`src/rtl/wave_ram_pkg.sv`:
```
package wave_ram_pkg;
   typedef enum logic [1:0] {
      ACC_DIRECT = 2'd0,
      ACC_FOLLOW = 2'd1,
      ACC_LOCKED = 2'd2
   } acc_mode_e;
endpackage

```
`src/rtl/wave_ram_route.sv`:
```
module wave_ram_route
   import wave_ram_pkg::*;
#(
   parameter int ADDR_W = 4
) (
   input  logic              play_on,
   input  logic              play_rd_ok,
   input  logic [ADDR_W:0]   play_pos,
   input  logic [ADDR_W-1:0] cpu_addr,
   input  logic              cpu_wr,
   output acc_mode_e         mode,
   output logic [ADDR_W-1:0] eff_idx,
   output logic              wr_en
);
   always_comb begin
      if (!play_on)        mode = ACC_DIRECT;
      else if (play_rd_ok) mode = ACC_FOLLOW;
      else                 mode = ACC_LOCKED;
   end

   // playback position selects a byte by dropping its nibble bit
   assign eff_idx = (mode == ACC_DIRECT) ? cpu_addr : play_pos[ADDR_W:1];
   assign wr_en   = cpu_wr && (mode != ACC_LOCKED);
endmodule

```
`src/rtl/wave_ram_store.sv`:
```
module wave_ram_store #(
   parameter int ADDR_W = 4,
   parameter int BYTE_W = 8
) (
   input  logic              clk,
   input  logic              wr_en,
   input  logic [ADDR_W-1:0] wr_idx,
   input  logic [BYTE_W-1:0] wr_data,
   input  logic [ADDR_W-1:0] cpu_idx,
   input  logic [ADDR_W-1:0] play_idx,
   output logic [BYTE_W-1:0] cpu_byte,
   output logic [BYTE_W-1:0] play_byte
);
   localparam int DEPTH = 2 ** ADDR_W;

   logic [BYTE_W-1:0] mem [DEPTH];

   // contents deliberately survive reset
   always_ff @(posedge clk) begin
      if (wr_en) mem[wr_idx] <= wr_data;
   end

   assign cpu_byte  = mem[cpu_idx];
   assign play_byte = mem[play_idx];
endmodule

```
`src/rtl/wave_ram_pick.sv`:
```
module wave_ram_pick #(
   parameter int NIB_W    = 4,
   parameter int HI_FIRST = 1
) (
   input  logic               clk,
   input  logic               rst_n,
   input  logic [2*NIB_W-1:0] byte_in,
   input  logic               odd,
   output logic [NIB_W-1:0]   nib_q
);
   logic [NIB_W-1:0] nib_d;

   generate
      if (HI_FIRST != 0) begin : g_hi_first
         assign nib_d = odd ? byte_in[NIB_W-1:0] : byte_in[2*NIB_W-1:NIB_W];
      end else begin : g_lo_first
         assign nib_d = odd ? byte_in[2*NIB_W-1:NIB_W] : byte_in[NIB_W-1:0];
      end
   endgenerate

   always_ff @(posedge clk) begin
      if (!rst_n) nib_q <= '0;
      else        nib_q <= nib_d;
   end
endmodule

```
`src/rtl/wave_ram_arb.sv`:
```
module wave_ram_arb
   import wave_ram_pkg::*;
#(
   parameter int ADDR_W   = 4,
   parameter int NIB_W    = 4,
   parameter int HI_FIRST = 1
) (
   input  logic                 clk,
   input  logic                 rst_n,
   input  logic [ADDR_W-1:0]    cpu_addr,
   input  logic                 cpu_wr,
   input  logic [2*NIB_W-1:0]   cpu_wdata,
   output logic [2*NIB_W-1:0]   cpu_rdata,
   input  logic                 play_on,
   input  logic                 play_rd_ok,
   input  logic [ADDR_W:0]      play_pos,
   output logic [NIB_W-1:0]     samp_nib
);
   localparam int BYTE_W = 2 * NIB_W;

   generate
      if (ADDR_W < 1 || ADDR_W > 10) begin : g_bad_addr
         $error("wave_ram_arb: ADDR_W out of range");
      end
      if (NIB_W < 1) begin : g_bad_nib
         $error("wave_ram_arb: NIB_W must be positive");
      end
   endgenerate

   acc_mode_e          mode;
   logic [ADDR_W-1:0]  eff_idx;
   logic               wr_en;
   logic [BYTE_W-1:0]  cpu_byte;
   logic [BYTE_W-1:0]  play_byte;

   wave_ram_route #(.ADDR_W(ADDR_W)) u_route (
      .play_on    (play_on),
      .play_rd_ok (play_rd_ok),
      .play_pos   (play_pos),
      .cpu_addr   (cpu_addr),
      .cpu_wr     (cpu_wr),
      .mode       (mode),
      .eff_idx    (eff_idx),
      .wr_en      (wr_en)
   );

   wave_ram_store #(.ADDR_W(ADDR_W), .BYTE_W(BYTE_W)) u_store (
      .clk       (clk),
      .wr_en     (wr_en),
      .wr_idx    (eff_idx),
      .wr_data   (cpu_wdata),
      .cpu_idx   (eff_idx),
      .play_idx  (play_pos[ADDR_W:1]),
      .cpu_byte  (cpu_byte),
      .play_byte (play_byte)
   );

   wave_ram_pick #(.NIB_W(NIB_W), .HI_FIRST(HI_FIRST)) u_pick (
      .clk     (clk),
      .rst_n   (rst_n),
      .byte_in (play_byte),
      .odd     (play_pos[0]),
      .nib_q   (samp_nib)
   );

   assign cpu_rdata = (mode == ACC_LOCKED) ? {BYTE_W{1'b1}} : cpu_byte;
endmodule

```
`config.mk`:
```
export PLATFORM = sky130hd
export DESIGN_NAME = wave_ram_arb
export DESIGN_NICKNAME = d
export VERILOG_FILES = /design/src/rtl/wave_ram_pkg.sv /design/src/rtl/wave_ram_route.sv /design/src/rtl/wave_ram_store.sv /design/src/rtl/wave_ram_pick.sv /design/src/rtl/wave_ram_arb.sv
export SDC_FILE = /design/constraint.sdc
export NUM_CORES = 1
export LEC_CHECK = 0
export BUFFER_PORTS_ARGS = -buffer_cell sky130_fd_sc_hd__buf_2
export CAP_MARGIN = 20
export CORE_ASPECT_RATIO = 0.6
export CORE_UTILIZATION = 55
export DETAILED_ROUTE_END_ITERATION = 12
export GPL_TIMING_DRIVEN = 0
export HOLD_SLACK_MARGIN = 0.03
export PLACE_DENSITY_LB_ADDON = 0.15
export SYNTH_ARGS = -nofsm -noshare
export SYNTH_HDL_FRONTEND = slang
export SYNTH_SLANG_ARGS = --single-unit
```
`constraint.sdc`:
```
create_clock -name clk -period 3.7 [get_ports clk]
set_input_delay 0.37 -clock clk [delete_from_list [all_inputs] [get_ports clk]]
set_output_delay 0.37 -clock clk [all_outputs]
set_load 0.01 [all_outputs]
```
# [Word level (Yosys, flattened, before mapping)]
# Memories as Yosys holds them, arrays and structs flattened.
# Cells that the tools add are included.
[totals] input_bits=22 elab_cells=13 ff_bits=4 ramBits=128 n_memories=1 out_inout_bits=12
[op_classes] n_reduce_logical=2 n_eq_ne=2 muxes=7
[mem_list] name="u_store.mem" depth=16 width=8 rd=2 rd_ports_with_merged_regs=0 write_ports=1 line_no="wave_ram_store.sv:16" source="logic [BYTE_W-1:0] mem [DEPTH];"
[ops] cell="two-way mux 4 bit" count=2
[ops] cell="two-way mux 8 bit" count=1
[ops] cell="two-way mux 2 bit" count=2
[ops] cell="equality test 2 bit, second input constant" count=1
[ops] cell="logical NOT 2 bit" count=1
[ops] cell="two-way mux 1 bit" count=2
[ops] cell="inequality test 2 bit, second input constant" count=1
[ops] cell="logical AND 1 bit" count=1

# [Logic depth before layout (Yosys ltp)]
# Gate-level depths: netlist of the first run.
[depth] depth_word=6 ltp_mapped=8 mapped_depth_nobuf=4

# [By module]
# A second synthesis of the first run with hierarchy kept.
[unflattened] hier_cells=320 area_unflattened_um2=6336.1
[by_module_without_submodules] module="wave_ram_store" area_each_um2=6025.8 n_inst=1 cells_per_inst=291
[by_module_without_submodules] module="wave_ram_pick" area_each_um2=156.4 n_inst=1 cells_per_inst=13
[by_module_without_submodules] module="wave_ram_arb" area_each_um2=83.8 n_inst=1 cells_per_inst=9
[by_module_without_submodules] module="wave_ram_route" area_each_um2=70.1 n_inst=1 cells_per_inst=7

# [Worst setup path before layout of the first run]
# OpenSTA, ideal clock, no wires.
[synth_timing] kind="input-to-reg" from="in play_pos[2]" to="mem u_store.mem[8][0], enable pin" path_buffers=3 t_arrival_ns=1.984 setup_slack_ns=1.346 required_ns=3.330 stages=6 cell_sequence="buf_2 -> buf_2 -> mux2_2 -> buf_2 -> or3_1 -> nor2_1"
[synth_via] elab_chain_len=1
[synth_rtl] element="from (decl)" line_no="wave_ram_arb.sv:16" source="input logic [ADDR_W:0] play_pos,"
[synth_rtl] element="two-way mux 4 bit" line_no="wave_ram_route.sv:22" source="assign eff_idx = (mode == ACC_DIRECT) ? cpu_addr : play_pos[ADDR_W:1];"
[synth_rtl] element="to (decl)" line_no="wave_ram_store.sv:16"
# No other way between the ends.

# [Final worst setup path of the first run]
[layout_timing] from="in play_pos[2]" to="out cpu_rdata[5]"
[layout_via] elab_chain_len=3
[layout_rtl] element="two-way mux 4 bit" line_no="wave_ram_route.sv:22"
[layout_rtl] element="memory read (16 x 8 bit)"
[layout_rtl] element="two-way mux 8 bit" line_no="wave_ram_arb.sv:66" source="assign cpu_rdata = (mode == ACC_LOCKED) ? {BYTE_W{1'b1}} : cpu_byte;"
[layout_rtl] element="to (decl)" line_no="wave_ram_arb.sv:13" source="output logic [2*NIB_W-1:0] cpu_rdata,"
# No other way between the ends.

==> flow_metrics.env, run 1 <==
export IMPL_synth_cell_types=38
export IMPL_power_total_mw=3.61
export IMPL_worst_path_buf_inv=4
export IMPL_place_congestion=1.01
export IMPL_cp_top_family="buffers and inverters"
export IMPL_rsz0062_at_grt="false"
export IMPL_path_common_cell="buf_2"
export IMPL_cts_tree="yes"
export IMPL_ir_drop_mv=0.361
export IMPL_path_clk_slew_ps=60
export IMPL_reg2reg_slack_ps=1980
export IMPL_finalSetupViolCount=0
export IMPL_worst_setup_path_start_kind="input port"
export IMPL_drc=0
export IMPL_hpwlAfterDp_um=12900
export IMPL_cp_max_fo=10
export IMPL_synth_fp_nets=405
export IMPL_cp_required_ps=3330
export IMPL_crit_path_max_incr_delay_ps=660
export IMPL_synth_avg_cell_area_um2=16.9
export IMPL_ant_nets=0
export IMPL_worst_ep_arrival_time_ps=3210
export IMPL_first_global_vias=4271
export IMPL_antenna_found_initial=0
export IMPL_numCtsBuffers=17
export IMPL_clkSinkCount=132
export IMPL_setup_tns_ps=0
export IMPL_yosysSeqAreaShare=0.606
export IMPL_tightest_slew_ps=1050
export IMPL_synth_commonest_cells="edfxtp_1, a21boi_0, mux4_2"
export IMPL_synth_warnings=0
export IMPL_clk_path_buf_depth=2
export IMPL_drive_gt1_frac=0.279
export IMPL_postCtsHoldBufs=0
export IMPL_status="finished clean"
export IMPL_start_util=0.569
export IMPL_fin_skew_ps=7.36
export IMPL_wl_met3_um=3420
export IMPL_hold_path_class="in2reg"
export IMPL_initialDrtViolationCount=798
export IMPL_die_h_um=86.0
export IMPL_n_antenna_cell=0
export IMPL_drt_wirelength_per_cell_um=31.7
export IMPL_synth_edf_count=128
export IMPL_synth_largest_area_cell="edfxtp_1"
export IMPL_min_period_over_period=0.967
export IMPL_area_growth_pct=13.8
export IMPL_highest_layer="met4"
export IMPL_clock_latency_ps=420
export IMPL_fillers=797
export IMPL_drv_cap=0
export IMPL_port_buffers=30
export IMPL_cp_slowest_cell="o41ai_1"
export IMPL_synthTopCellsByArea="edfxtp_1, mux4_2, a21boi_0"
export IMPL_synth_top_cell_area_share=0.594
export IMPL_post_cts_setup_buffer_count=0
export IMPL_die_area_um2=12200
export IMPL_rows=30
export IMPL_p_leak_nw=2.37
export IMPL_power_density_nw_per_um2=491
export IMPL_grt_max_degree=17
export IMPL_period_minus_slack_ps=3580
export IMPL_critPathCaptureType="output port"
export IMPL_routed_wl_um=19200
export IMPL_path_cells="buf_2, buf_2, nand3b_1, clkbuf_1, a21boi_0, o41ai_1, nand4_1, buf_2"
export IMPL_fmax_mhz=279
export IMPL_grt_first_pass_wirelength_um=27800
export IMPL_vias=4379
export IMPL_post_cts_resized=0
export IMPL_report_final_slew_viol_count=0
export IMPL_async_flop_share=0
export IMPL_ys_ff_latch=132
export IMPL_ff_latch_area_um2=3920
export IMPL_wl_met1_um=7460
export IMPL_critical_path_class="in2out"
export IMPL_synthFlopType="edfxtp_1"
export IMPL_hold_viol=0
export IMPL_htreeDepth=4
export IMPL_grt_overflow=0
export IMPL_cts_root_buffer="clkbuf_16"
export IMPL_syn_inst=383
export IMPL_slew_headroom=0.300
export IMPL_routed_via_density=7.24
export IMPL_finalNetCount=454
export IMPL_dr_pass1_iters=6
export IMPL_core_area_um2=11400
export IMPL_grtUsageTotal=0.339
export IMPL_netlist_area_um2=6470
export IMPL_die_width_um=142
export IMPL_multiInputGateArea_um2=2370
export IMPL_num_io_pins=34
export IMPL_yosysMostFrequentCell="edfxtp_1"
export IMPL_wl_met2_um=7730
==> power breakdown <==
part	leakage (nW)	internal, mW	switching (mW)
logic	0.931	0.146	0.229
registers	1.19	1.68	0.0143
clock network	0.255	0.911	0.638
total	2.37	2.73	0.882
==> sequential cells by signal (all words and copies together), names as in the netlist <==
register	cells
u_store.mem	128
u_pick.nib_q	4
==> per-stage QoR <==
stage               setup WS, ps  area [um^2]  instances   util  hold slack (ps)
global placement             338         6820        573  0.600              679
global route                47.4         7370        605  0.648              262
finish                       122         7370        605  0.648              250
CTS                          371         7370        605  0.648              248
detailed placement           382         6820        573  0.600              681
floorplan                   1350         6470        383      -              469
==> cell usage in the layout, fill, tap and decap left out, types with 2 or more instances in the layout <==
| cell type | n |
|---|---|
| nor2b_1 | 4 |
| a21oi_1 | 2 |
| a32oi_1 | 2 |
| nor2_1 | 20 |
| a221oi_1 | 3 |
| a21boi_0 | 64 |
| inv_1 | 4 |
| nand4_1 | 10 |
| buf_4 | 4 |
| mux4_2 | 46 |
| and2_1 | 2 |
| edfxtp_1 | 128 |
| nand2b_1 | 3 |
| mux4_1 | 5 |
| a32o_1 | 3 |
| mux2i_1 | 5 |
| clkinv_1 | 4 |
| mux2_2 | 2 |
| clkbuf_1 | 11 |
| nand3b_1 | 3 |
| buf_2 | 39 |
| clkinvlp_4 | 4 |
| clkbuf_16 | 17 |
| clkinv_2 | 3 |
| o221ai_1 | 3 |
| buf_6 | 2 |
| a22oi_1 | 9 |
| or3_1 | 3 |
| dfxtp_1 | 4 |
| o41ai_1 | 16 |
| nand2_1 | 4 |
| or3b_1 | 2 |
| clkinv_4 | 2 |
==> worst paths after layout <==
check                                            startpoint                          to  cells past startpoint
worst max register to register  u_store.mem[4][0]$_DFFE_PP_  u_pick.nib_q[0]$_SDFF_PN0_                      4
worst max-delay path                            play_pos[2]                cpu_rdata[5]                      8
worst min-delay path                                  rst_n  u_pick.nib_q[1]$_SDFF_PN0_                      3
worst min register to register  u_store.mem[0][4]$_DFFE_PP_  u_pick.nib_q[0]$_SDFF_PN0_                      3
==> tightest hold or removal path, delay by kind of cell <==
kind                   cells  cell delay (ps)
AOI/OAI and AO/OA          2              120
buffers and inverters      1              130
==> cell families (layout without fill, tap and decap cells) <==
group / Yosys count / in the layout / share of synthesized area
buffers and inverters: 32 / 94 / 0.0274
AO/OA/AOI/OAI: 106 / 106 / 0.128
AND/OR/NAND/NOR: 54 / 54 / 0.0443
flip-flops: 132 / 132 / 0.606
multiplexers: 59 / 59 / 0.194
==> layer usage <==
metal / track usage / vias up
li1: - / 1744
met1: 0.489 / 2188
met2: 0.436 / 385
met3: 0.160 / 62
met4: 0.137 / 0
met5: 0.0283 / -
==> area by class of cell <==
type                       instances  share of cell area
timing repair buffer              30              0.0204
clock buffer                      17              0.0578
multi-input combinational        219               0.322
sequential                       132               0.533
inverter                           4             0.00204
buffer                            28              0.0221
tap                              160              0.0272
clock inverter                    15              0.0158
Note: power is estimated with default switching activity, not from simulation.
==> inputs of run 2 (changes only) <==
- CORE_ASPECT_RATIO: 0.6 -> not set
==> run 2 against run 1 <==
Cell count down 2.8%. Sequential share of layout area shrank 0.31 points. Sequential cell count unchanged. Power is 4.0% higher. Non-clock buffer count did not move. Core utilization down 0.16 points. Count of clock-buffer cells in the layout unchanged. Critical endpoint is now cpu_rdata[6]. Largest cell class unchanged.
==> flow_metrics.env, run 2 (synthesis results as in run 1) <==
export IMPL_numCtsBuffers=17
export IMPL_p_leak_nw=2.41
export IMPL_drc=0
export IMPL_clock_latency_ps=430
export IMPL_first_global_vias=4313
export IMPL_routed_wl_um=18100
export IMPL_die_area_um2=12200
export IMPL_grt_first_pass_wirelength_um=26800
export IMPL_critical_path_class="in2out"
export IMPL_hpwlAfterDp_um=12200
export IMPL_finalNetCount=454
export IMPL_slew_headroom=0.265
export IMPL_grt_max_degree=17
export IMPL_largest_register="u_store.mem"
export IMPL_antenna_found_initial=0
export IMPL_setup_tns_ps=0
export IMPL_final_common_cell="edfxtp_1"
export IMPL_largest_reg_flops=128
export IMPL_fin_skew_ps=7.41
export IMPL_reg2reg_slack_ps=1960
export IMPL_hold_path_class="in2reg"
export IMPL_clk_path_buf_depth=2
export IMPL_post_cts_resized=0
export IMPL_cp_max_fo=10
export IMPL_worst_setup_path_start_kind="input port"
export IMPL_fmax_mhz=289
export IMPL_die_width_um=110
export IMPL_status="finished clean"
export IMPL_rr_endpoint="u_pick.nib_q[0]$_SDFF_PN0_"
export IMPL_whs_endpoint="u_pick.nib_q[2]$_SDFF_PN0_"
export IMPL_port_buffers=30
export IMPL_tightest_slew_ps=1100
export IMPL_rsz0062_at_grt="false"
export IMPL_vias=4297
export IMPL_num_io_pins=34
export IMPL_drt_wirelength_per_cell_um=30.8
export IMPL_grt_overflow=0
export IMPL_n_antenna_cell=0
export IMPL_report_final_slew_viol_count=0
export IMPL_cp_required_ps=3330
export IMPL_critPathCaptureType="output port"
export IMPL_htreeDepth=4
export IMPL_dr_pass1_iters=7
export IMPL_ant_nets=0
export IMPL_drive_gt1_frac=0.288
export IMPL_rows=39
export IMPL_period_minus_slack_ps=3460
export IMPL_cts_root_buffer="clkbuf_16"
export IMPL_hp_start="rst_n"
export IMPL_mostFrequentLayoutCells="edfxtp_1, a21boi_0, mux4_2, buf_2, nor2_1"
export IMPL_cts_tree="yes"
export IMPL_postCtsHoldBufs=0
export IMPL_grtUsageTotal=0.314
export IMPL_power_total_mw=3.76
export IMPL_hold_viol=0
export IMPL_min_path_cells=3
export IMPL_core_area_um2=11500
export IMPL_r2r_start="u_store.mem[4][0]$_DFFE_PP_"
export IMPL_power_density_nw_per_um2=507
export IMPL_initialDrtViolationCount=691
export IMPL_reg_largest_list="u_store.mem x128, u_pick.nib_q x4"
export IMPL_die_h_um=110
export IMPL_path_clk_slew_ps=60
export IMPL_routed_via_density=7.31
export IMPL_clkSinkCount=132
export IMPL_finalSetupViolCount=0
export IMPL_worst_ep_arrival_time_ps=3090
export IMPL_r2r_worst_path_cells=4
export IMPL_post_cts_setup_buffer_count=0
export IMPL_start_util=0.565
export IMPL_place_congestion=0.899
export IMPL_drv_cap=0
export IMPL_ir_drop_mv=0.413
export IMPL_area_growth_pct=14.4
export IMPL_min_period_over_period=0.934
## run 2: final cells by class
class	count	area (um^2)
clock buffers	17	425
repair buffers	30	150
plain buffers	28	163
multi-input cells	219	2370
flip-flops and latches	132	3920
fillers	810	4060
well taps	143	179
inverters	4	15.0
clock inverters	15	180
## run 2: through the flow
step	instance area [um^2]	setup WS (ps)	std cells	utilization	hold slack (ps)
global route	7410	170	588	0.646	268
floorplan	6470	1350	383	-	469
detailed placement	6800	474	556	0.593	689
CTS	7410	475	588	0.646	245
finish	7410	243	588	0.646	258
global placement	6800	502	556	0.593	697
## run 2: power by group
group          switching, mW  leakage, nW  internal (mW)
logic                  0.219        0.931          0.146
clock network          0.646        0.290           1.06
registers             0.0137         1.19           1.68
## run 2: worst max-delay path, stage by stage
cell and delay [ps]:
buf_2 210, buf_2 260, nand3b_1 370, clkbuf_1 530, a21boi_0 210, o41ai_1 710
nand4_1 210, buf_2 200
## run 2: layer usage
layer	global-route usage	wire (um)
met5	0	0
met2	0.452	8270
met3	0.0823	2140
met4	0.171	711
met1	0.440	6980
## run 2: worst max path at each step
stage	startpoint	endpoint	slack, ps	cells after the start
2_1_floorplan	play_pos[2]	u_store.mem[8][0]$_DFFE_PP_	1350	6
3_3_place_gp	play_pos[2]	cpu_rdata[6]	500	8
3_5_place_dp	play_pos[2]	cpu_rdata[5]	470	8
4_1_cts	play_pos[2]	cpu_rdata[5]	480	8
5_1_grt	play_pos[2]	cpu_rdata[5]	170	8
6_report	play_pos[2]	cpu_rdata[6]	240	8
